==> config.mk <==
export PLATFORM = sky130hd
export DESIGN_NAME = mem_card_decoder
export DESIGN_NICKNAME = d
export VERILOG_FILES = /design/src/rtl/mcd_pkg.sv /design/src/rtl/mcd_map_decode.sv /design/src/rtl/mcd_bank_select.sv /design/src/rtl/mcd_bus_gate.sv /design/src/rtl/mem_card_decoder.sv
export SDC_FILE = /design/constraint.sdc
export NUM_CORES = 1
export LEC_CHECK = 0
export BUFFER_PORTS_ARGS = -buffer_cell sky130_fd_sc_hd__buf_2
export CAP_MARGIN = 20
export CORE_AREA = 8 8 45 47
export DETAILED_ROUTE_END_ITERATION = 16
export DIE_AREA = 0 0 53 55
export PLACE_DENSITY = 0.66
export SLEW_MARGIN = 5
export SYNTH_ARGS = -nofsm -noshare
export SYNTH_HDL_FRONTEND = slang
export SYNTH_SLANG_ARGS = --single-unit
==> constraint.sdc <==
create_clock -name vclk -period 2.7
set_input_delay 0.54 -clock vclk [all_inputs]
set_output_delay 0.54 -clock vclk [all_outputs]
set_load 0.005 [all_outputs]
==> src/rtl/mcd_pkg.sv <==
package mcd_pkg;
    localparam int ADDR_W   = 16;
    localparam int NUM_SOCK = 8;

    typedef struct packed {
        logic lo_rom;
        logic hi_rom;
        logic ram;
    } region_t;

    typedef enum logic [1:0] {
        MAP_STD_RUN  = 2'b00,
        MAP_STD_BOOT = 2'b01,
        MAP_ALT_RUN  = 2'b10,
        MAP_ALT_BOOT = 2'b11
    } map_mode_e;
endpackage

==> src/rtl/mcd_map_decode.sv <==
module mcd_map_decode
    import mcd_pkg::*;
(
    input  logic [ADDR_W-1:0] addr,
    input  logic              alt_host,
    input  logic              phantom,
    input  logic              lo_boot_open,
    input  logic              hi_boot_open,
    output region_t           region
);
    map_mode_e mode_d;
    logic      page0_d, lo_win_d, ram_win_d, hi_full_d, hi_half_d;
    region_t   region_d;

    always_comb begin
        mode_d    = map_mode_e'({alt_host, phantom});
        page0_d   = (addr[15:10] == 6'b000000);
        lo_win_d  = (addr[15:11] == 5'b11000);
        ram_win_d = (addr[15:10] == 6'b110010);
        hi_full_d = (addr[15:13] == 3'b111);
        hi_half_d = (addr[15:12] == 4'hE);
        region_d  = '0;
        unique case (mode_d)
            MAP_STD_RUN: begin
                region_d.lo_rom = lo_win_d;
                region_d.ram    = ram_win_d;
                region_d.hi_rom = hi_full_d;
            end
            MAP_STD_BOOT: begin
                region_d.lo_rom = page0_d && lo_boot_open;
                region_d.hi_rom = page0_d && hi_boot_open && !lo_boot_open;
            end
            MAP_ALT_RUN: begin
                region_d.hi_rom = hi_half_d;
                region_d.ram    = page0_d;
            end
            default: region_d = '0;
        endcase
    end

    assign region = region_d;

    always_comb begin
        assert_one_region_R1: assert ($onehot0({region.lo_rom, region.hi_rom, region.ram}));
        if (alt_host && phantom)
            assert_alt_boot_quiet_R5: assert (region == '0);
    end
endmodule

==> src/rtl/mcd_bank_select.sv <==
module mcd_bank_select
    import mcd_pkg::*;
#(
    parameter int SOCKS = NUM_SOCK
) (
    input  logic [ADDR_W-1:0] addr,
    input  logic              bank_sel,
    input  logic              layout_1k,
    output logic [SOCKS-1:0]  sock_en
);
    localparam int PAIRS  = SOCKS / 2;
    localparam int PAIR_W = (PAIRS > 1) ? $clog2(PAIRS) : 1;

    logic [PAIR_W-1:0] pair_d;
    logic [SOCKS-1:0]  en_d;

    assign pair_d = addr[11 +: PAIR_W];

    for (genvar s = 1; s <= SOCKS; s++) begin : g_sock
        localparam int PAIR_IDX = (SOCKS - s) / 2;
        localparam bit IS_EVEN  = (s % 2) == 0;
        always_comb begin
            en_d[s-1] = bank_sel && (pair_d == PAIR_W'(PAIR_IDX));
            if (layout_1k)
                en_d[s-1] = en_d[s-1] && (addr[10] == IS_EVEN);
            else
                en_d[s-1] = en_d[s-1] && IS_EVEN;
        end
    end

    assign sock_en = en_d;

    always_comb begin
        assert_sock_onehot_R8: assert ($onehot0(sock_en));
    end
endmodule

==> src/rtl/mcd_bus_gate.sv <==
module mcd_bus_gate (
    input  logic card_act,
    input  logic ram_act,
    input  logic dbin,
    input  logic memr,
    input  logic memwr,
    output logic dout_en,
    output logic ram_we
);
    logic dout_d, we_d;

    always_comb begin
        dout_d = card_act && dbin && memr;
        we_d   = ram_act && memwr;
    end

    assign dout_en = dout_d;
    assign ram_we  = we_d;
endmodule

==> src/rtl/mem_card_decoder.sv <==
module mem_card_decoder
    import mcd_pkg::*;
(
    input  logic [ADDR_W-1:0]   addr,
    input  logic                alt_host,
    input  logic                phantom,
    input  logic                lo_boot_open,
    input  logic                hi_boot_open,
    input  logic                layout_1k,
    input  logic                dbin,
    input  logic                memr,
    input  logic                memwr,
    output logic                card_sel_n,
    output logic                lo_rom_sel,
    output logic                hi_rom_sel,
    output logic                ram_sel,
    output logic [NUM_SOCK-1:0] sock_en,
    output logic                dout_en,
    output logic                ram_we
);
    region_t region;
    logic    card_d;

    mcd_map_decode i_map (
        .addr         (addr),
        .alt_host     (alt_host),
        .phantom      (phantom),
        .lo_boot_open (lo_boot_open),
        .hi_boot_open (hi_boot_open),
        .region       (region)
    );

    assign card_d = region.lo_rom || region.hi_rom || region.ram;

    mcd_bank_select #(.SOCKS(NUM_SOCK)) i_bank (
        .addr      (addr),
        .bank_sel  (region.hi_rom),
        .layout_1k (layout_1k),
        .sock_en   (sock_en)
    );

    mcd_bus_gate i_gate (
        .card_act (card_d),
        .ram_act  (region.ram),
        .dbin     (dbin),
        .memr     (memr),
        .memwr    (memwr),
        .dout_en  (dout_en),
        .ram_we   (ram_we)
    );

    assign card_sel_n = !card_d;
    assign lo_rom_sel = region.lo_rom;
    assign hi_rom_sel = region.hi_rom;
    assign ram_sel    = region.ram;

    always_comb begin
        if (!hi_rom_sel)
            assert_sock_idle_R8: assert (sock_en == '0);
        if (dout_en)
            assert_dout_needs_card_R9: assert (!card_sel_n);
        if (ram_we)
            assert_we_only_ram_R10: assert (ram_sel && !lo_rom_sel && !hi_rom_sel);
    end
endmodule

==> run_results.csv, run 1 <==
group,metric,value,unit
logic_synthesis,netlist.area_leader.share,0.0900,
power_and_ir_drop,powerDensity,80.4,nW/µm²
place,post-place-ws,0.375,ns
grt,first_global_vias,409,
timing,fin_crit,2.33,ns
floorplanning,fp.coreArea,1380,µm²
drt,routed_via_density,4.63,
layout,fin_nets,92,
grt,grt_pass1_wl,1600,µm
setup_path,cp-end-kind,"output pin",
logic_synthesis,synthDistinctLibCells,26,
timing,tns,0,ns
floorplanning,rows,14,
power_and_ir_drop,irDropWorstVdd,25.8,µV
grt,grt-ovfl-total,0,
grt,grt_max_degree,9,
floorplanning,start_util,0.181,
layout,sequential_cell_total,0,
place,portBuffers,28,
layout,drive_gt1_frac,0.485,
timing,worst_slew_pin_slew,0.486,ns
place,place_congestion,0.708,
setup_path,critical_path_class,"primary input to output pin",
drt,detail_route.wl_per_cell,11.6,µm
power_and_ir_drop,pwr-share-clk,0,
drt,wl,955,µm
drt,drt_first_pass_iters,4,
floorplanning,ios,38,
setup_path,cp_data_required_time,2.16,ns
floorplanning,die_w,53,µm
timing,timing.final.ws_setup,0.373,ns
timing,relSlewSlack,0.674,
logic_synthesis,ys_top_cells_by_area,"nor2_1, or3_1, nor3_4",
logic_synthesis,yosys_warnings,0,
logic_synthesis,avgSynthCellArea,6.59,µm²
drt,drtIter0Drc,5,
worst_hold_path,min-delay-start,"memwr",
timing,drv_slew,0,
power_and_ir_drop,p_sw,17.0,µW
setup_path,cp-start-kind,"primary input",
grt,antenna_found_initial,0,
timing,rsz0062_at_grt,"no",
setup_path,crit_fanout,4,
setup_path,worstPathArrival,1.79,ns
layout,nClkBuffers,0,
logic_synthesis,netlist_instances,38,
power_and_ir_drop,power_leakage,0.214,nW
layout,diodes,0,
logic_synthesis,syn-num-nets,62,
grt,grtUsageTotal,0.0654,
drt,ant_nets,0,
drt,vias,380,
timing,fmax,430,MHz
cts,cts_resized,0,
logic_synthesis,netlist_area,250,µm²
floorplanning,die_h,55,µm
worst_hold_path,holdPathEnd,"ram_we",
power_and_ir_drop,internal-power,15.9,µW
layout,area_delta_synth_final,64.0,%
job,drv_cap,0,
logic_synthesis,yosysSeqAreaShare,0,
drt,drc,0,
timing,fin_crit_sh,0.862,
place,dpl.hpwl,856,µm
cts,hold_buffers,0,
outcome,status,"finished clean",
layout,seq_area,0,µm²
worst_hold_path,hold-path-cell-count,3,
power_and_ir_drop,power_frac_comb,1.000,
timing,setup_violations,0,
power_and_ir_drop,pwr-share-seq,0,
worst_hold_path,hold_path.class,"primary input to output pin",
cts,cts_setup_buffers,0,
logic_synthesis,yosys.area.top_type,"nor2_1",
floorplanning,die_area,2920,µm²
power_and_ir_drop,p_sw_frac,0.516,
timing,finalHoldViolCount,0,
## cell families after synthesis
kind of cell / after synthesis / synth area share
compound gates: 10 / 0.315
buf+inv: 1 / 0.0150
simple gates: 27 / 0.670
## through the flow
stage          total power, mW  hold WS [ns]  instance area, µm²  cells   util
3_3_place_gp            0.0322          1.35                 410     82  0.297
5_1_grt                 0.0372          1.38                 410     82  0.297
3_5_place_dp            0.0331          1.35                 410     82  0.297
2_1_floorplan           0.0153          1.11                 250     38      -
4_1_cts                 0.0332          1.35                 410     82  0.297
6_report                0.0330          1.35                 410     82  0.297
## worst max-delay path by stage
| stage | startpoint | endpoint | slack [ns] |
|---|---|---|---|
| finish | addr[14] | sock_en[7] | 0.37 |
| global route | phantom | sock_en[7] | 0.23 |
| CTS | addr[14] | sock_en[7] | 0.37 |
| detailed placement | addr[14] | sock_en[7] | 0.38 |
| global placement | addr[14] | sock_en[7] | 0.39 |
| floorplan | addr[14] | sock_en[7] | 0.64 |
## cell usage in the layout (no fill, tap or decap), types with 2 or more instances in the layout
master / count
nor3_1: 2
and2_1: 2
nand2b_1: 2
nand2_1: 3
or3_1: 3
buf_2: 28
nor2_1: 6
## worst max-delay path, cell delays in order
cell and delay, ns:
buf_2 0.10, or3_1 0.46, nor3_4 0.27, o21bai_2 0.13, nor3_1 0.15, buf_2 0.14
## routing by layer
layer  up-vias  global-route usage  part of all wire
li1        198                   -                 -
met1       162              0.0831              0.45
met2        20               0.111              0.41
met3         0              0.0214              0.14
met4         0                   0                 0
met5         -                   0                 0
## power groups by stage
stage / combinational [mW] / sequential, mW / clock, mW
detailed placement: 0.0331 / 0 / 0
finish: 0.0330 / 0 / 0
global placement: 0.0322 / 0 / 0
CTS: 0.0332 / 0 / 0
global route: 0.0372 / 0 / 0
floorplan: 0.0153 / 0 / 0
## cells in the mapped netlist
| library cell | count |
|---|---|
| o21ai_1 | 1 |
| o32ai_1 | 1 |
| or3_1 | 3 |
| nand2b_1 | 2 |
| o21ai_2 | 1 |
| nor2b_1 | 1 |
| nor2_1 | 6 |
| or3_4 | 1 |
| o21bai_2 | 1 |
| a211o_1 | 1 |
| inv_1 | 1 |
| nand3b_1 | 1 |
| nand2_1 | 3 |
| or2_1 | 1 |
| nor3_1 | 2 |
| and2_1 | 2 |
| nor3b_1 | 1 |
| a21oi_1 | 1 |
| nand4bb_1 | 1 |
| nor3_4 | 1 |
| and2_0 | 1 |
| o21a_1 | 1 |
| a22o_1 | 1 |
| o31ai_1 | 1 |
| a211oi_1 | 1 |
| or2b_1 | 1 |
## cell type report
class	instances	area, µm²
fill	161	973
timing repair buffer	28	140
inverter	1	3.75
multi-input combinational	37	246
tap	16	20.0
No activity file was read; power rests on OpenSTA's default activity.
==> run 2, diff against run 1 <==
- ABC_AREA: not set -> 1
- CORE_AREA: 8 8 45 47 -> 2 2 39 41
- DIE_AREA: 0 0 53 55 -> 0 0 41 43
- PLACE_DENSITY: 0.66 -> 0.69
==> run 2 against run 1 <==
Net effect:
- via count is 13% higher
- critical path type unchanged
- global-route usage is 2.5 points higher
- largest cell class unchanged
- critical endpoint is now dout_en
- area after synthesis is 20% higher
- largest power group unchanged
- combinational power is 19% higher
- core utilization is 3.7 points higher
- sequential share of layout area stayed put
==> run_results.csv, run 2 <==
group,metric,value,unit
layout,fill_cells,169,
floorplanning,ios,38,
drt,routed_via_density,4.25,
place,place_congestion,0.729,
setup_path,crit_buf_inv,3,
drt,drt_first_pass_iters,3,
power_and_ir_drop,p_sw,23.0,µW
timing,tns,0,ns
timing,worst_slew_pin_slew,0.180,ns
floorplanning,die_w,41,µm
power_and_ir_drop,pwr-share-clk,0,
power_and_ir_drop,power_leakage,0.282,nW
floorplanning,die_area,1760,µm²
layout,diodes,0,
logic_synthesis,avgSynthCellArea,5.29,µm²
timing,rsz0062_at_grt,"no",
logic_synthesis,synthDistinctLibCells,17,
worst_hold_path,hold_path.class,"primary input to output pin",
timing,setup_violations,0,
setup_path,worstPathArrival,1.46,ns
power_and_ir_drop,internal-power,16.3,µW
setup_path,critical_path_class,"primary input to output pin",
drt,detail_route.wl_per_cell,7.63,µm
layout,nClkBuffers,0,
timing,fmax,500,MHz
setup_path,critPathSlowestCell,"nor2_1",
job,drv_cap,0,
timing,fin_crit_sh,0.741,
drt,wl,771,µm
outcome,status,"finished clean",
power_and_ir_drop,powerDensity,85.1,nW/µm²
layout,fin_nets,111,
logic_synthesis,yosysSeqAreaShare,0,
drt,ant_nets,0,
timing,fin_crit,2.00,ns
layout,layout_common_cells,"buf_2, nor2_1, nand2_1",
setup_path,cp-start-kind,"primary input",
logic_synthesis,yosys_warnings,0,
place,post-place-ws,0.682,ns
timing,timing.final.ws_setup,0.700,ns
timing,finalHoldViolCount,0,
cts,cts_resized,0,
grt,grtUsageTotal,0.0909,
power_and_ir_drop,irDropWorstVdd,33.1,µV
layout,sequential_cell_total,0,
setup_path,cp_data_required_time,2.16,ns
logic_synthesis,synth.most_common_cell,"nor2_1",
grt,first_global_vias,342,
grt,grt-ovfl-total,0,
power_and_ir_drop,p_sw_frac,0.586,
layout,seq_area,0,µm²
drt,vias,429,
drt,drc,0,
cts,hold_buffers,0,
setup_path,worstPathCellList,"buf_2 -> inv_1 -> nand2_1 -> nor2_1 -> nand3_1 -> nand2_1 -> nor2_1 -> a21oi_1 -> buf_2",
floorplanning,start_util,0.218,
logic_synthesis,ys_top_cells_by_area,"nor2_1, nor2_4, nand2_1",
grt,grt_pass1_wl,1210,µm
logic_synthesis,yosys-top-cells-count,"nor2_1, nand2_1, inv_1",
grt,grt_max_degree,6,
setup_path,crit_fanout,4,
floorplanning,die_h,43,µm
cts,cts_setup_buffers,0,
floorplanning,rows,14,
place,portBuffers,28,
drt,drtIter0Drc,1,
logic_synthesis,netlist_instances,57,
logic_synthesis,netlist_area,302,µm²
power_and_ir_drop,power_frac_comb,1.000,
timing,relSlewSlack,0.879,
setup_path,cpLargestDelayFamily,"simple AND/OR/NAND/NOR gates",
floorplanning,fp.coreArea,1380,µm²
place,dpl.hpwl,739,µm
setup_path,cp-end-kind,"output pin",
logic_synthesis,yosys.area.top_type,"nor2_1",
logic_synthesis,syn-num-nets,81,
layout,area_delta_synth_final,53.1,%
layout,drive_gt1_frac,0.506,
layout,layout.cells.most_common,"buf_2",
timing,drv_slew,0,
grt,antenna_found_initial,0,
power_and_ir_drop,pwr-share-seq,0,
setup_path,slowest_delay,0.14,ns
logic_synthesis,netlist.area_leader.share,0.187,
[run 2: layout make-up]
type,instances,area (µm²),share of cell area
Timing Repair Buffer,28,140,0.304
Tap cell,16,20.0,0.0434
Inverter,10,40.0,0.0867
Multi-Input combinational cell,47,262,0.566
[run 2: logic make-up (layout without fill, tap and decap cells)]
| group | after synthesis | count (layout) | synth area share |
|---|---|---|---|
| buffers and inverters | 10 | 38 | 0.133 |
| AND/OR/NAND/NOR | 43 | 43 | 0.772 |
| AO/OA/AOI/OAI | 4 | 4 | 0.0954 |
[run 2: final timing paths]
check | end | cells after the start | start
worst max-delay path | dout_en | 9 | alt_host
worst min-delay path | dout_en | 4 | dbin
[run 2: per-stage QoR]
stage | hold WS (ns) | std cells | cell area, µm² | util | power, mW
global placement | 1.36 | 101 | 462 | 0.334 | 0.0387
finish | 1.37 | 101 | 462 | 0.334 | 0.0393
floorplan | 1.15 | 57 | 302 | - | 0.0200
global route | 1.41 | 101 | 462 | 0.334 | 0.0444
CTS | 1.37 | 101 | 462 | 0.334 | 0.0398
detailed placement | 1.37 | 101 | 462 | 0.334 | 0.0397
[run 2: power groups by stage]
| stage | Combinational [mW] | Sequential, mW | Clock (mW) |
|---|---|---|---|
| after floorplan | 0.0200 | 0 | 0 |
| after global placement | 0.0387 | 0 | 0 |
| after detailed placement | 0.0397 | 0 | 0 |
| after CTS | 0.0398 | 0 | 0 |
| after global routing | 0.0444 | 0 | 0 |
| final | 0.0393 | 0 | 0 |
[run 2: metal layers]
metal,up-vias,GRT usage,wire length [µm]
met2,17,0.184,373
met5,-,0,0
met4,0,0,0
li1,232,-,-
met1,180,0.101,327
met3,0,0,70
==> run 3, diff against run 2 <==
- ABC_AREA: 1 -> 0
- PLACE_DENSITY: 0.69 -> 0.67
- clock period: 2.7 -> 1.7 ns (I/O delays scaled with it)
==> run 3 against run 2 <==
Net effect:
- the run now ends with negative setup slack left
- setup slack worse by 0.81 ns
- critical path depth is 3 lower
- worst hold slack worse by 0.42 ns
- count of clock-buffer cells in the layout stayed put
- largest cell class unchanged
==> run_results.csv, run 3 (same netlist as run 1, synthesis figures left out) <==
group,metric,value,unit
outcome,status,"complete, but fails checks",
outcome,violations,"negative setup slack",
floorplanning,ios,38,
floorplanning,rows,14,
place,place_inst,89,
setup_path,worstPathArrival,1.47,ns
setup_path,cp_data_required_time,1.36,ns
floorplanning,die_area,1760,µm²
setup_path,crit_end,"sock_en[7]",
place,dpl.hpwl,692,µm
layout,diodes,0,
timing,timing.final.ws_setup,-0.107,ns
floorplanning,die_w,41,µm
place,place_congestion,0.659,
grt,antenna_found_initial,0,
timing,setup_violations,11,
layout,drive_gt1_frac,0.675,
timing,worst_slew_pin_slew,0.316,ns
drt,detail_route.wl_per_cell,9.82,µm
timing,fin_crit,1.81,ns
drt,drtIter0Drc,2,
layout,layout_common_cells,"buf_2, buf_4, buf_6",
timing,fin_crit_sh,1.06,
power_and_ir_drop,irDropWorstVdd,44.5,µV
drt,ant_nets,0,
drt,drc,0,
timing,rsz0062_at_grt,"yes",
layout,layout.cells.most_common,"buf_2",
grt,grt-ovfl-total,0,
floorplanning,fp.coreArea,1380,µm²
setup_path,critical_path_class,"primary input to output pin",
layout,seq_area,0,µm²
power_and_ir_drop,power_leakage,0.298,nW
place,placedInstanceArea,463,µm²
cts,hold_buffers,0,
setup_path,crit_fanout,4,
grt,first_global_vias,387,
power_and_ir_drop,powerDensity,146,nW/µm²
layout,sequential_cell_total,0,
setup_path,cp-start-kind,"primary input",
drt,vias,415,
place,portBuffers,28,
setup_path,cp-end-kind,"output pin",
timing,fmax,553,MHz
timing,relSlewSlack,0.789,
drt,routed_via_density,4.46,
layout,nClkBuffers,0,
job,drv_cap,0,
worst_hold_path,hold_path.class,"primary input to output pin",
drt,drt_first_pass_iters,2,
layout,final_area,589,µm²
timing,drv_slew,0,
grt,grt_pass1_wl,1480,µm
setup_path,worstSetupStartpoint,"addr[14]",
grt,grt_max_degree,8,
drt,wl,913,µm
grt,grtUsageTotal,0.110,
place,post-place-ws,-0.202,ns
floorplanning,die_h,43,µm
layout,stdcell_count,93,
floorplanning,start_util,0.181,
timing,finalHoldViolCount,0,
layout,fin_nets,103,
layout,area_delta_synth_final,135,%
[run 3: final cells by class]
type,instances,area [µm²]
well taps,16,20.0
multi-input cells,37,299
inverters,1,3.75
fillers,149,795
repair buffers,39,267
[run 3: layer usage]
metal	vias up	wire (µm)	global-route usage
met2	19	475	0.206
met5	-	0	0
met3	0	82	0
met1	178	354	0.140
met4	0	0	0
li1	218	-	-
[run 3: per-stage QoR]
stage | power, mW | hold slack, ns | utilization | TNS (ns)
2_1_floorplan | 0.0243 | 0.713 | - | 0
3_3_place_gp | 0.0616 | 0.948 | 0.335 | -1.70
3_5_place_dp | 0.0628 | 0.948 | 0.335 | -1.92
4_1_cts | 0.0757 | 0.956 | 0.384 | -0.976
5_1_grt | 0.0955 | 0.976 | 0.426 | -1.84
6_report | 0.0861 | 0.951 | 0.426 | -0.896
[run 3: worst min path at each step]
stage,start,endpoint,depth (start not counted)
3_3_place_gp,memwr,ram_we,3
4_1_cts,alt_host,lo_rom_sel,3
6_report,memwr,ram_we,3
2_1_floorplan,alt_host,lo_rom_sel,1
5_1_grt,alt_host,lo_rom_sel,3
3_5_place_dp,memwr,ram_we,3
[run 3: critical path: stages]
cell and delay [ns]:
buf_6 0.09, or3_4 0.43, nor3_4 0.25, o21bai_2 0.13, nor3_2 0.10, buf_2 0.13
[run 3: what timing repair did]
| item | 4_1_cts | 5_1_grt |
|---|---|---|
| setup buffers | 2 | 2 |
| resized for setup | 10 | 9 |
| hold endpoints to repair | 0 | 0 |
| endpoints found under the setup margin | 14 | 14 |
| pin swaps | 10 | 11 |
[run 3: report_power, final]
group          leakage [nW]  switching, mW  total [mW]  internal (mW)
clock                     0              0           0              0
combinational         0.298         0.0347      0.0861         0.0514
sequential                0              0           0              0
